<file path="src/rtl/bhp_pkg.sv">
package bhp_pkg;

  localparam int BYTE_W    = 8;
  localparam int LEN_W     = 32;
  localparam int PRE_LEN   = 13;
  localparam int PRE_IDX_W = 4;
  localparam logic [7:0] TAG_FIRST   = 8'h61;
  localparam logic [7:0] TAG_LAST    = 8'h65;
  localparam logic [7:0] TAG_PAYLOAD = 8'h65;
  localparam logic [LEN_W-1:0] SHORT_LEN_MAX = 32'd255;

  typedef enum logic [2:0] {
    ST_IDLE,
    ST_PRE,
    ST_WALK,
    ST_BODY,
    ST_FAIL
  } top_state_t;

  typedef enum logic [1:0] {
    WK_TAG,
    WK_LEN,
    WK_SKIP
  } walk_state_t;

  // Expected preamble byte at a given position; computed, not tabulated.
  function automatic logic [7:0] preamble_byte(input logic [PRE_IDX_W-1:0] idx);
    logic [7:0] b;
    case (idx)
      4'd0, 4'd10, 4'd11: b = 8'h00;
      4'd1:               b = 8'h09;
      4'd12:              b = 8'h01;
      default:            b = idx[0] ? 8'hF0 : 8'h0F;
    endcase
    return b;
  endfunction

endpackage

</file>
<file path="src/rtl/bhp_chunk_sel.sv">
module bhp_chunk_sel #(
  parameter int CHUNK_BYTES = 288,
  parameter int IDX_W       = 3
) (
  input  logic             clk,
  input  logic             rst_n,
  input  logic             clear,
  input  logic             advance,
  input  logic [IDX_W-1:0] img_sel,
  input  logic [IDX_W-1:0] img_count,
  output logic             keep
);

  localparam int POS_W = (CHUNK_BYTES > 1) ? $clog2(CHUNK_BYTES) : 1;
  localparam logic [POS_W-1:0] POS_LAST = POS_W'(CHUNK_BYTES - 1);

  logic [POS_W-1:0] pos_q, pos_d;
  logic [IDX_W-1:0] slot_q, slot_d;
  logic             pos_en;

  assign keep   = (slot_q == (img_sel - IDX_W'(1)));
  assign pos_en = clear | advance;

  always_comb begin
    pos_d  = pos_q;
    slot_d = slot_q;
    if (clear) begin
      pos_d  = '0;
      slot_d = '0;
    end else if (advance) begin
      if (pos_q == POS_LAST) begin
        pos_d  = '0;
        slot_d = (slot_q == (img_count - IDX_W'(1))) ? '0 : slot_q + IDX_W'(1);
      end else begin
        pos_d = pos_q + POS_W'(1);
      end
    end
  end

  always_ff @(posedge clk or negedge rst_n) begin
    if (!rst_n) begin
      pos_q  <= '0;
      slot_q <= '0;
    end else if (pos_en) begin
      pos_q  <= pos_d;
      slot_q <= slot_d;
    end
  end

  a_r2_pos_in_chunk: assert property (@(posedge clk) disable iff (!rst_n)
    pos_q <= POS_LAST);

  a_r2_chunk_wraps: assert property (@(posedge clk) disable iff (!rst_n)
    (advance && !clear && pos_q == POS_LAST) |=> (pos_q == '0));

endmodule

</file>
<file path="src/rtl/bhp_preamble_chk.sv">
module bhp_preamble_chk
  import bhp_pkg::*;
(
  input  logic              clk,
  input  logic              rst_n,
  input  logic              clear,
  input  logic              advance,
  input  logic [BYTE_W-1:0] data,
  output logic              mismatch,
  output logic              last
);

  logic [PRE_IDX_W-1:0] idx_q, idx_d;
  logic                 idx_en;

  assign mismatch = (data != preamble_byte(idx_q));
  assign last     = (idx_q == PRE_IDX_W'(PRE_LEN - 1));
  assign idx_en   = clear | advance;

  always_comb begin
    idx_d = idx_q;
    if (clear)                  idx_d = '0;
    else if (advance && !last)  idx_d = idx_q + PRE_IDX_W'(1);
  end

  always_ff @(posedge clk or negedge rst_n) begin
    if (!rst_n)      idx_q <= '0;
    else if (idx_en) idx_q <= idx_d;
  end

  a_r4_index_bounded: assert property (@(posedge clk) disable iff (!rst_n)
    idx_q <= PRE_IDX_W'(PRE_LEN - 1));

endmodule

</file>
<file path="src/rtl/bhp_section_walk.sv">
module bhp_section_walk
  import bhp_pkg::*;
#(
  parameter int SEARCH_LIMIT = 100
) (
  input  logic              clk,
  input  logic              rst_n,
  input  logic              clear,
  input  logic              advance,
  input  logic [BYTE_W-1:0] data,
  output logic              stall,
  output logic              hit,
  output logic              abort,
  output logic [LEN_W-1:0]  hit_len
);

  localparam int BUD_W = $clog2(SEARCH_LIMIT + 1);
  localparam logic [BUD_W-1:0] BUD_MAX = BUD_W'(SEARCH_LIMIT);

  walk_state_t       w_q, w_d;
  logic              is_pay_q, is_pay_d;
  logic [1:0]        left_q, left_d;
  logic [LEN_W-1:0]  acc_q, acc_d;
  logic [7:0]        skip_q, skip_d;
  logic [BUD_W-1:0]  bud_q, bud_d;
  logic              spent, tag_bad;
  logic [LEN_W-1:0]  acc_shift;

  assign spent     = (bud_q >= BUD_MAX);
  assign stall     = spent && (w_q != WK_LEN);
  assign tag_bad   = (data < TAG_FIRST) || (data > TAG_LAST);
  assign acc_shift = {acc_q[LEN_W-9:0], data};
  assign hit_len   = acc_shift;

  always_comb begin
    w_d      = w_q;
    is_pay_d = is_pay_q;
    left_d   = left_q;
    acc_d    = acc_q;
    skip_d   = skip_q;
    bud_d    = bud_q;
    hit      = 1'b0;
    abort    = 1'b0;
    if (advance && !spent) bud_d = bud_q + BUD_W'(1);
    unique case (w_q)
      WK_TAG: begin
        if (spent) begin
          abort = 1'b1;
        end else if (advance) begin
          if (tag_bad) begin
            abort = 1'b1;
          end else begin
            is_pay_d = (data == TAG_PAYLOAD);
            left_d   = (data == TAG_PAYLOAD) ? 2'd3 : 2'd1;
            acc_d    = '0;
            w_d      = WK_LEN;
          end
        end
      end
      WK_LEN: begin
        if (advance) begin
          acc_d = acc_shift;
          if (left_q == 2'd0) begin
            if (!is_pay_q && acc_shift > SHORT_LEN_MAX) begin
              abort = 1'b1;
            end else if (is_pay_q) begin
              hit = 1'b1;
            end else if (acc_shift == '0) begin
              w_d = WK_TAG;
            end else begin
              skip_d = acc_shift[7:0];
              w_d    = WK_SKIP;
            end
          end else begin
            left_d = left_q - 2'd1;
          end
        end
      end
      WK_SKIP: begin
        if (spent) begin
          w_d = WK_TAG;
        end else if (advance) begin
          skip_d = skip_q - 8'd1;
          if (skip_q == 8'd1) w_d = WK_TAG;
        end
      end
      default: w_d = WK_TAG;
    endcase
    if (clear) begin
      w_d      = WK_TAG;
      is_pay_d = 1'b0;
      left_d   = '0;
      acc_d    = '0;
      skip_d   = '0;
      bud_d    = '0;
    end
  end

  always_ff @(posedge clk or negedge rst_n) begin
    if (!rst_n) begin
      w_q      <= WK_TAG;
      is_pay_q <= 1'b0;
      left_q   <= '0;
      acc_q    <= '0;
      skip_q   <= '0;
      bud_q    <= '0;
    end else begin
      w_q      <= w_d;
      is_pay_q <= is_pay_d;
      left_q   <= left_d;
      acc_q    <= acc_d;
      skip_q   <= skip_d;
      bud_q    <= bud_d;
    end
  end

  a_r8_budget_capped: assert property (@(posedge clk) disable iff (!rst_n)
    bud_q <= BUD_MAX);

  a_r8_no_take_when_spent: assert property (@(posedge clk) disable iff (!rst_n)
    (spent && w_q != WK_LEN) |-> !advance);

  a_r6_hit_abort_exclusive: assert property (@(posedge clk) disable iff (!rst_n)
    !(hit && abort));

endmodule

</file>
<file path="src/rtl/bitstream_hdr_parser.sv">
module bitstream_hdr_parser
  import bhp_pkg::*;
#(
  parameter int CHUNK_BYTES  = 288,
  parameter int IDX_W        = 3,
  parameter int SEARCH_LIMIT = 100
) (
  input  logic                  clk,
  input  logic                  rst_n,
  input  logic                  start,
  input  logic [IDX_W-1:0]      img_sel,
  input  logic [IDX_W-1:0]      img_count,
  input  logic                  in_valid,
  input  logic [BYTE_W-1:0]     in_data,
  output logic                  in_ready,
  output logic                  found,
  output logic                  error,
  output logic [LEN_W-1:0]      payload_len,
  output logic                  out_valid,
  output logic [BYTE_W-1:0]     out_data,
  input  logic                  out_ready
);

  top_state_t       st_q, st_d;
  logic [LEN_W-1:0] len_q, len_d;
  logic             len_en;
  logic             keep, hs, sel_ok;
  logic             pre_adv, pre_bad, pre_last;
  logic             walk_adv, walk_stall, walk_hit, walk_abort;
  logic [LEN_W-1:0] walk_len;

  assign sel_ok = (img_sel != '0) && (img_sel <= img_count);

  bhp_chunk_sel #(
    .CHUNK_BYTES (CHUNK_BYTES),
    .IDX_W       (IDX_W)
  ) chunk_i (
    .clk       (clk),
    .rst_n     (rst_n),
    .clear     (start),
    .advance   (hs),
    .img_sel   (img_sel),
    .img_count (img_count),
    .keep      (keep)
  );

  bhp_preamble_chk pre_i (
    .clk      (clk),
    .rst_n    (rst_n),
    .clear    (start),
    .advance  (pre_adv),
    .data     (in_data),
    .mismatch (pre_bad),
    .last     (pre_last)
  );

  bhp_section_walk #(
    .SEARCH_LIMIT (SEARCH_LIMIT)
  ) walk_i (
    .clk     (clk),
    .rst_n   (rst_n),
    .clear   (start),
    .advance (walk_adv),
    .data    (in_data),
    .stall   (walk_stall),
    .hit     (walk_hit),
    .abort   (walk_abort),
    .hit_len (walk_len)
  );

  always_comb begin
    in_ready = 1'b0;
    if (!start) begin
      unique case (st_q)
        ST_PRE:  in_ready = 1'b1;
        ST_WALK: in_ready = keep ? !walk_stall : 1'b1;
        ST_BODY: in_ready = keep ? out_ready : 1'b1;
        default: in_ready = 1'b0;
      endcase
    end
  end

  assign hs        = in_valid && in_ready;
  assign pre_adv   = hs && keep && (st_q == ST_PRE);
  assign walk_adv  = hs && keep && (st_q == ST_WALK);
  assign out_valid = (st_q == ST_BODY) && in_valid && keep;
  assign out_data  = in_data;

  always_comb begin
    st_d   = st_q;
    len_d  = len_q;
    len_en = 1'b0;
    if (start) begin
      st_d   = sel_ok ? ST_PRE : ST_FAIL;
      len_d  = '0;
      len_en = 1'b1;
    end else begin
      unique case (st_q)
        ST_PRE: begin
          if (pre_adv) begin
            if (pre_bad)       st_d = ST_FAIL;
            else if (pre_last) st_d = ST_WALK;
          end
        end
        ST_WALK: begin
          if (walk_abort) begin
            st_d = ST_FAIL;
          end else if (walk_hit) begin
            st_d   = ST_BODY;
            len_d  = walk_len;
            len_en = 1'b1;
          end
        end
        default: st_d = st_q;
      endcase
    end
  end

  always_ff @(posedge clk or negedge rst_n) begin
    if (!rst_n) st_q <= ST_IDLE;
    else        st_q <= st_d;
  end

  always_ff @(posedge clk or negedge rst_n) begin
    if (!rst_n)      len_q <= '0;
    else if (len_en) len_q <= len_d;
  end

  assign found       = (st_q == ST_BODY);
  assign error       = (st_q == ST_FAIL);
  assign payload_len = len_q;

  a_r11_flags_exclusive: assert property (@(posedge clk) disable iff (!rst_n)
    !(found && error));

  a_r11_found_sticky: assert property (@(posedge clk) disable iff (!rst_n)
    (found && !start) |=> found);

  a_r11_error_sticky: assert property (@(posedge clk) disable iff (!rst_n)
    (error && !start) |=> error);

  a_r11_error_blocks_input: assert property (@(posedge clk) disable iff (!rst_n)
    error |-> !in_ready);

  a_r11_len_held: assert property (@(posedge clk) disable iff (!rst_n)
    (found && !start) |=> $stable(payload_len));

  a_r10_output_needs_found: assert property (@(posedge clk) disable iff (!rst_n)
    out_valid |-> found);

  a_r12_start_takes_nothing: assert property (@(posedge clk) disable iff (!rst_n)
    start |-> !in_ready);

  a_r3_bad_selection: assert property (@(posedge clk) disable iff (!rst_n)
    (start && !sel_ok) |=> error);

endmodule

</file>
<file path="config.mk">
export PLATFORM = sky130hd
export DESIGN_NAME = bitstream_hdr_parser
export DESIGN_NICKNAME = d
export VERILOG_FILES = /design/src/rtl/bhp_pkg.sv /design/src/rtl/bhp_chunk_sel.sv /design/src/rtl/bhp_preamble_chk.sv /design/src/rtl/bhp_section_walk.sv /design/src/rtl/bitstream_hdr_parser.sv
export SDC_FILE = /design/constraint.sdc
export NUM_CORES = 1
export LEC_CHECK = 0
export ABC_AREA = 0
export CORE_UTILIZATION = 44
export DETAILED_ROUTE_END_ITERATION = 10
export HOLD_SLACK_MARGIN = 0.05
export PLACE_DENSITY = 0.69
export SYNTH_ARGS = -nofsm -noshare
export SYNTH_HDL_FRONTEND = slang
export SYNTH_SLANG_ARGS = --single-unit
</file>
<file path="constraint.sdc">
create_clock -name clk -period 2.6 [get_ports clk]
set_input_delay 0.26 -clock clk [delete_from_list [all_inputs] [get_ports clk]]
set_output_delay 0.26 -clock clk [all_outputs]
set_load 0.03 [all_outputs]
</file>
Word-level counts from Yosys, hierarchy flattened. Index checks and enable logic that the tools add are counted.

RAM bits: 0. Latch bits: 0. Output and inout bits: 44. Bits of input ports: 19. Memories kept: 0. Memory bits (read-only): 0. Logic and storage cells: 191. Register bits after elaboration: 95.

Shifts and indexed selects: 0. Mux-type cells: 86. Divide/modulo/power cells: 0. Add/subtract/negate cells: 8. Eq/ne operators: 36. Multiply operators: 0. Reductions and logical operators: 43. Bitwise operators: 2. Order comparisons: 5.

Operators by type and width (number): $mux W32 (4); $mux W24 (5); $mux W8 (9); $pmux W24 S2 (1); $mux W2 (19); $mux W3 (11); $gt A32 B8 Y1 const B (1); $logic_not A32 Y1 (1); $mux W9 (3); $pmux W8 S3 (1); $mux W1 (23); $ne A3 B3 Y1 const B (7); $pmux W8 S2 (1); $reduce_bool A2 Y1 (8); $ne A3 B2 Y1 const B (5); $mux W7 (2); $eq A4 B4 Y1 const B (3); $reduce_and A4 Y1 (3); $reduce_bool A3 Y1 (4); $logic_and A1 B1 Y1 (11); $add A9 B1 Y9 const B (1); $eq A9 B9 Y1 const B (1); $reduce_and A9 Y1 (1); $eq A8 B1 Y1 const B (1); 41 further kinds (54).

Logic depth before layout (Yosys ltp). Gate-level depths: netlist of run 1.

Depth after elaboration: 16. Gate-level depth with buffers: 10. Gate-level depth less buffers: 8.

Hierarchy. A second synthesis of run 1 with hierarchy kept.

Cells, all modules: 538. Area total of the unflattened synthesis: 5198.7 µm².

By module, submodules not included: bhp_section_walk (area an instance 2522.4 µm², cells each 290, seq. area each 1101.1 µm², instances 1); bitstream_hdr_parser (area an instance 1561.5 µm², cells each 127, seq. area each 875.8 µm², instances 1); bhp_chunk_sel (area an instance 753.2 µm², cells each 79, seq. area each 300.3 µm², instances 1); bhp_preamble_chk (area an instance 361.6 µm², cells each 42, seq. area each 100.1 µm², instances 1).

Least setup slack after synthesis of run 1. No wires, ideal clock.

Path type: input -> register. From: input port img_sel[0]. To: register walk_i.skip_q[3]. Stages: 8. Data arrival time: 2.067 ns. Required time: 2.474 ns. Setup slack: 0.407 ns. Path buffers: 0. Setup time: 0.126 ns. Path through: inv_1 ha_1 xor2_2 nand3_4 a2111oi_4 a31o_4 o21ai_2 a221o_1.

Cells in the longest elaborated chain, start to end: 10. Elaborated cells on any way between the ends: 12. Those cells by class: 1 x add/sub; 3 x eq/ne; 4 x mux; 4 x reduce/logical.

Ends and longest elaborated chain: from (decl) (RTL line bitstream_hdr_parser.sv:11) `input logic [IDX_W-1:0] img_sel,`; $sub A3 B1 Y3 (*) (RTL line bhp_chunk_sel.sv:21) `assign keep = (slot_q == (img_sel - IDX_W'(1)));`; $eq A3 B3 Y1 (*) (RTL line bhp_chunk_sel.sv:21); $mux W1, on equally long branches (RTL line bitstream_hdr_parser.sv:77, bitstream_hdr_parser.sv:76); $pmux W1 S3 (RTL line bitstream_hdr_parser.sv:74) `unique case (st_q)`; $mux W1 (RTL line bitstream_hdr_parser.sv:73) `if (!start) begin`; $logic_and A1 B1 Y1 (RTL line bitstream_hdr_parser.sv:83) `assign hs = in_valid && in_ready;`; $logic_and A1 B1 Y1 (*) (2 in a row) (RTL line bitstream_hdr_parser.sv:85) `assign walk_adv = hs && keep && (st_q == ST_WALK);`; $ne A3 B2 Y1 (no source line); $reduce_and A8 Y1 (no source line) (*); to (signal assigned) (RTL line bhp_section_walk.sv:112) `skip_q <= skip_d;`; to (decl) (RTL line bhp_section_walk.sv:24) `logic [7:0] skip_q, skip_d;`.

Mark *: on every way between the ends. The rest lies on a longest branch, timed or not. A chain may end at the register's enable or synchronous reset.

Worst setup path after layout of run 1.
From: input port img_sel[1]. To: output port in_ready.

Cells in the longest elaborated chain, start to end: 5. Elaborated cells on any way between the ends: 6. Those cells by class: 1 x add/sub; 1 x eq/ne; 4 x mux.

Ends and longest elaborated chain: $sub A3 B1 Y3 (*) (RTL line bhp_chunk_sel.sv:21); $eq A3 B3 Y1 (*) (RTL line bhp_chunk_sel.sv:21); $mux W1, on equally long branches (RTL line bitstream_hdr_parser.sv:77, bitstream_hdr_parser.sv:76); $pmux W1 S3 (*) (RTL line bitstream_hdr_parser.sv:74); $mux W1 (*) (RTL line bitstream_hdr_parser.sv:73); to (decl) (RTL line bitstream_hdr_parser.sv:15) `output logic in_ready,`.

Marked as above.

==> results of run 1 <==
-- state kept, by name, indices dropped and copies added (netlist names) --
register and flops:
chunk_i.pos_q 9, chunk_i.slot_q 3, payload_len 32, pre_i.idx_q 4, st_q 3, walk_i.acc_q 24, walk_i.bud_q 7, walk_i.is_pay_q 1
walk_i.left_q 2, walk_i.skip_q 8, walk_i.w_q 2
-- cell usage after synthesis, types with 7 or more instances --
master      n  area [um^2]
nand2_1   111          417
dfrtp_1    95         2380
o21ai_0    53          265
nor2_1     36          135
nand4_1    30          188
inv_1      27          101
o21ai_1    23          115
clkbuf_1   20         75.1
a21oi_1    19         95.1
ha_1       17          213
nand3_1    11         55.1
nor4_1     10         62.6
buf_4       9         67.6
xor2_1      9         78.8
and3_1      8         50.1
nor3_1      8         40.0
nand2b_1    7         43.8
-- report_power, final --
| part | leakage (nW) | internal, W | switching [W] |
|---|---|---|---|
| combinational | 1.47 | 0.000144 | 0.000222 |
| sequential | 1.32 | 0.00149 | 0.0000122 |
| clock | 0.133 | 0.000679 | 0.000597 |
| total | 2.92 | 0.00231 | 0.000831 |
-- kinds of logic after synthesis --
group	after synthesis
compound gates	154
xor+xnor	15
fa+ha+maj	17
buf+inv	66
flops	95
mux	7
simple gates	250
-- metal layers --
| layer | track usage | wire [um] | vias up |
|---|---|---|---|
| met5 | 0 | 0 | - |
| met4 | 0.0827 | 303 | 0 |
| met3 | 0.0546 | 542 | 24 |
| met2 | 0.381 | 6860 | 130 |
| met1 | 0.285 | 6010 | 2356 |
| li1 | - | - | 2306 |
-- cell type report --
cell class                 instances  area share
clock buffer                      10      0.0355
multi-input combinational        443       0.405
tap                              147      0.0273
timing repair buffer             113       0.157
clock inverter                     5     0.00650
inverter                          27      0.0150
sequential                        95       0.353
-- repair_timing --
action,in CTS,in global routing
resized for setup,0,5
hold buffers,1,0
endpoints found under the setup margin,0,2
setup buffers,0,0
hold endpoints to repair,48,0
-- stage by stage --
step / setup TNS (ns) / area, um^2
after floorplan: 0 / 5400
after global placement: -2.96 / 6420
after detailed placement: -6.39 / 6420
after CTS: 0 / 6710
after global routing: -0.00820 / 6740
final: 0 / 6740
-- worst max-delay path by stage --
| stage | start | slack (ns) | to |
|---|---|---|---|
| 2_1_floorplan | img_sel[0] | 0.41 | walk_i.skip_q[3]$_DFFE_PN0P_ |
| 3_3_place_gp | img_sel[0] | -0.11 | walk_i.skip_q[7]$_DFFE_PN0P_ |
| 3_5_place_dp | img_sel[0] | -0.18 | chunk_i.pos_q[5]$_DFFE_PN0P_ |
| 4_1_cts | img_sel[0] | 0.002 | in_ready |
| 5_1_grt | img_sel[1] | -0.008 | in_ready |
| 6_report | img_sel[1] | 0.07 | in_ready |
==> results.py, run 1 <==
metrics = {
    "outcome": {
        "status": "finished clean",
    },
    "synthesis": {
        "synth_compound_area_frac": 0.187,
        "synth.net_count": 640,
        "synth_cells": 604,
        "ys_warn_count": 0,
        "synthXorXnorAreaFrac": 0.0299,
        "synthSimpleGateAreaFrac": 0.229,
        "synth_edf_count": 0,
        "synth_mux_area_frac": 0.0132,
        "synth_cell_types": 68,
        "yosysSeqAreaShare": 0.441,
        "synth_top_family_by_area": "simple AND/OR/NAND/NOR gates",
        "synth_area_per_cell_um2": 8.93,
        "async_flop_share": 1.00,
        "syn_area_um2": 5400,
        "synth_fa_ha_area_frac": 0.0394,
        "synthFlopType": "dfrtp_1",
        "synth-seq-cells": 95,
    },
    "clocking": {
        "max-clock-path-buffers": 2,
        "numCtsBuffers": 9,
        "clock-sinks": 95,
        "path_clk_slew_ns": 0.06,
        "root_buffer": "clkbuf_16",
        "insertion_delay_ns": 0.35,
        "cts_tree": "yes",
        "htreeDepth": 3,
    },
    "final_layout": {
        "final_common_cell": "nand2_1",
        "antenna_cells": 0,
        "fin_nets": 725,
        "final_cells": 840,
        "multi_input_area_um2": 2730,
        "syn2layout_area_growth_pct": 24.9,
        "seq_area_um2": 2380,
        "num-fill-cells": 1085,
        "layout_common_cells": "nand2_1, dfrtp_1, clkdlybuf4s50_1",
        "finish.utilization": 0.563,
        "layout-drive-gt1-share": 0.131,
    },
    "flow_run": {
        "drv_cap": 0,
    },
    "placement": {
        "dpl.hpwl_um": 9830,
        "dp.cells": 824,
        "io_buffers": 62,
        "post-place-ws_ns": -0.177,
        "gp_congestion": 0.859,
    },
    "timing": {
        "min_period_ns": 2.53,
        "finalWorstSetupSlack_ns": 0.0688,
        "finClkSkew_ns": 0.00993,
        "finalCritPeriodShare": 0.974,
        "tightest_slew_ns": 0.673,
        "maxSlewHeadroom": 0.551,
        "hold_slack_ns": 0.492,
        "hold_violations": 0,
        "final_max_slew_viol_count": 0,
        "setup_viol": 0,
        "timing.fmax_mhz": 395,
    },
    "critical_path": {
        "r2r-end": "walk_i.skip_q[3]$_DFFE_PN0P_",
        "rr_worst_depth": 7,
        "critPathMaxFanout": 4,
        "slowest_stage": "clkdlybuf4s50_1",
        "end_kind": "output pin",
        "cp_top_family": "buffers and inverters",
        "slowest_delay_ns": 0.48,
        "critPathBufInv": 5,
        "crit_arrival_ns": 2.27,
        "worst_path_most_repeated_cell": "buf_4",
        "rr_startpoint": "st_q[1]$_DFFE_PN0P_",
        "worst-path-stages": 11,
        "cp-start-kind": "input port",
        "worstSetupPathType": "input port to output pin",
        "r2r_slack_ns": 0.34,
        "crit_chain": "clkdlybuf4s50_1 > inv_1 > ha_4 > xor2_4 > nand3_4 > buf_4 > buf_4 > o21a_1 > nor2_2 > nor2_1 > buf_4",
        "cp.required_ns": 2.34,
    },
    "floorplanning": {
        "core_area_um2": 12000,
        "dieWidth_um": 113,
        "die_h_um": 113,
        "io_pins": 63,
        "start_util": 0.451,
        "rows": 40,
        "die_area_um2": 12700,
    },
    "global_route": {
        "antenna_found_initial": 0,
        "grt_pass1_vias": 4753,
        "grt_max_degree": 62,
        "grt_overflow": 0,
        "grtUsageTotal": 0.227,
        "grt_pass1_wl_um": 22900,
    },
    "detailed_routing": {
        "wl_per_cell_um": 16.3,
        "postRouteAntennaNets": 0,
        "initialDrtViolationCount": 403,
        "vias": 4816,
        "dr.pass1.iters": 5,
        "drt_wl_total_um": 13700,
        "route.detailed.drc": 0,
        "viasPerCell": 5.73,
    },
    "pwr": {
        "p_leak_nw": 2.92,
        "ir_drop_mv": 0.359,
        "powerDensity_nw_per_um2": 466,
        "power_w": 0.00314,
    },
    "hold_path": {
        "hold_class": "input port to async pin",
    },
}
No activity file was read; power rests on OpenSTA's default activity.
==> run 2, diff against run 1 <==
--- a/config.mk
+++ b/config.mk
@@ -6,10 +6,10 @@
 export NUM_CORES = 1
 export LEC_CHECK = 0
 export ABC_AREA = 0
-export CORE_UTILIZATION = 44
+export CORE_UTILIZATION = 57
 export DETAILED_ROUTE_END_ITERATION = 10
 export HOLD_SLACK_MARGIN = 0.05
-export PLACE_DENSITY = 0.69
+export PLACE_DENSITY = 0.85
 export SYNTH_ARGS = -nofsm -noshare
 export SYNTH_HDL_FRONTEND = slang
 export SYNTH_SLANG_ARGS = --single-unit
==> results.py, run 2 (synthesis results as in run 1) <==
metrics = {
    "timing": {
        "finClkSkew_ns": 0.00951,
        "timing.fmax_mhz": 404,
        "setup_viol": 0,
        "hold_violations": 0,
        "finalCritPeriodShare": 0.952,
        "tightest_slew_ns": 0.654,
        "final_max_slew_viol_count": 0,
        "finalSetupTns_ns": 0,
        "maxSlewHeadroom": 0.564,
        "hold_slack_ns": 0.464,
        "grt_setup_unrepaired": "no",
        "min_period_ns": 2.48,
    },
    "global_route": {
        "grt_max_degree": 58,
        "grt_overflow": 0,
        "grt_pass1_wl_um": 23300,
        "grt_pass1_vias": 4952,
        "antenna_found_initial": 0,
        "grtUsageTotal": 0.297,
    },
    "detailed_routing": {
        "postRouteAntennaNets": 0,
        "wl_per_cell_um": 17.4,
        "vias": 5018,
        "dr.pass1.iters": 7,
        "initialDrtViolationCount": 398,
        "drt_wl_total_um": 14100,
        "viasPerCell": 6.21,
        "route.detailed.drc": 0,
    },
    "pwr": {
        "p_sw_frac": 0.247,
        "p_int_w": 0.00237,
        "power_w": 0.00315,
        "powerDensity_nw_per_um2": 472,
        "seqPwrFrac": 0.477,
        "p_clk_frac": 0.408,
        "pwr-share-comb": 0.115,
        "p_sw_w": 0.000776,
        "p_leak_nw": 2.94,
        "ir_drop_mv": 0.293,
    },
    "critical_path": {
        "cp.required_ns": 2.88,
        "end_kind": "flop",
        "r2r_slack_ns": 0.20,
        "cp-start-kind": "input port",
        "worstSetupPathType": "input port to flop",
        "critPathMaxFanout": 10,
        "crit_arrival_ns": 2.75,
    },
    "floorplanning": {
        "die_area_um2": 9860,
        "core_area_um2": 9200,
        "io_pins": 63,
        "rows": 35,
        "start_util": 0.587,
        "die_h_um": 99.3,
        "dieWidth_um": 99.3,
    },
    "final_layout": {
        "layout-drive-gt1-share": 0.132,
        "layout_common_cells": "nand2_1, dfrtp_1, clkdlybuf4s50_1",
        "largest_reg_flops": 32,
        "finish.utilization": 0.725,
        "final_cells": 808,
        "antenna_cells": 0,
        "num-fill-cells": 671,
        "final_common_cell": "nand2_1",
        "fin_nets": 729,
        "syn2layout_area_growth_pct": 23.6,
    },
    "clocking": {
        "max-clock-path-buffers": 2,
        "root_buffer": "clkbuf_8",
        "numCtsBuffers": 9,
        "path_clk_slew_ns": 0.10,
        "insertion_delay_ns": 0.36,
        "htreeDepth": 3,
        "clock-sinks": 95,
        "cts_tree": "yes",
    },
    "placement": {
        "io_buffers": 62,
        "gp_congestion": 0.938,
        "dpl.hpwl_um": 10000,
        "dp.cells": 791,
    },
    "flow_run": {
        "drv_cap": 0,
    },
    "outcome": {
        "status": "finished clean",
    },
    "hold_path": {
        "hold_class": "input port to async pin",
    },
}
==> run 2: changes by cell type in the layout (fill, tap and decap cells not counted), sizes merged <==
cell	delta
buf	+4
bufinv	+4
clkbuf	-1
clkinv	-2
clkinvlp	-2
inv	+1
==> run 2: final timing paths <==
check,start,endpoint,depth (start not counted)
min in group clk,walk_i.acc_q[22]$_DFFE_PN0P_,payload_len[30]$_DFFE_PN0P_,2
hold reg to reg,walk_i.acc_q[22]$_DFFE_PN0P_,payload_len[30]$_DFFE_PN0P_,2
max in group asynchronous,rst_n,walk_i.w_q[1]$_DFFE_PN0P_,3
hold / removal,rst_n,payload_len[25]$_DFFE_PN0P_,2
setup / recovery,img_sel[1],walk_i.acc_q[1]$_DFFE_PN0P_,11
setup reg to reg,st_q[0]$_DFFE_PN0P_,walk_i.acc_q[1]$_DFFE_PN0P_,7
==> run 2: timing repair <==
action | 4_1_cts | 5_1_grt
resized for setup | 0 | 2
hold buffers | 1 | 0
setup endpoints to repair | 0 | 23
setup buffers | 0 | 1
endpoints found under the hold margin | 50 | 0
==> run 2: layer usage <==
metal  GRT usage  up-vias  wire [um]
li1            -     2312          -
met1       0.375     2444       5700
met2       0.504      214       7070
met3      0.0365       48        778
met4       0.154        0        504
met5           0        -          0
==> run 2: critical path, stage by stage <==
cell	delay (ns)
clkdlybuf4s50_1	0.49
inv_1	0.07
ha_1	0.32
xor2_2	0.22
nand3_4	0.15
buf_4	0.18
o21ai_1	0.26
and3_1	0.32
buf_4	0.20
o21ai_0	0.12
a21oi_1	0.17
==> run 2: area by class of cell <==
type	instances	area, um^2	area share
repair buffers	117	1080	0.162
inverters	27	101	0.0152
flip-flops and latches	95	2380	0.357
multi-input cells	443	2710	0.406
clock inverters	6	140	0.0210
well taps	111	139	0.0208
clock buffers	9	124	0.0186
==> run 2: power by group through the flow <==
stage | clock network (W) | logic [W] | registers [W]
6_report | 0.00128 | 0.000362 | 0.00150
5_1_grt | 0.00134 | 0.000393 | 0.00150
4_1_cts | 0.00129 | 0.000358 | 0.00150
3_5_place_dp | 0 | 0.000354 | 0.00153
3_3_place_gp | 0 | 0.000344 | 0.00153
2_1_floorplan | 0 | 0.000179 | 0.00153
==> run 2: through the flow <==
stage | area, um^2 | setup WS (ns)
CTS | 6660 | 0.0537
global route | 6670 | 0.0101
detailed placement | 6380 | -0.220
finish | 6670 | 0.125
global placement | 6380 | -0.123
floorplan | 5400 | 0.407
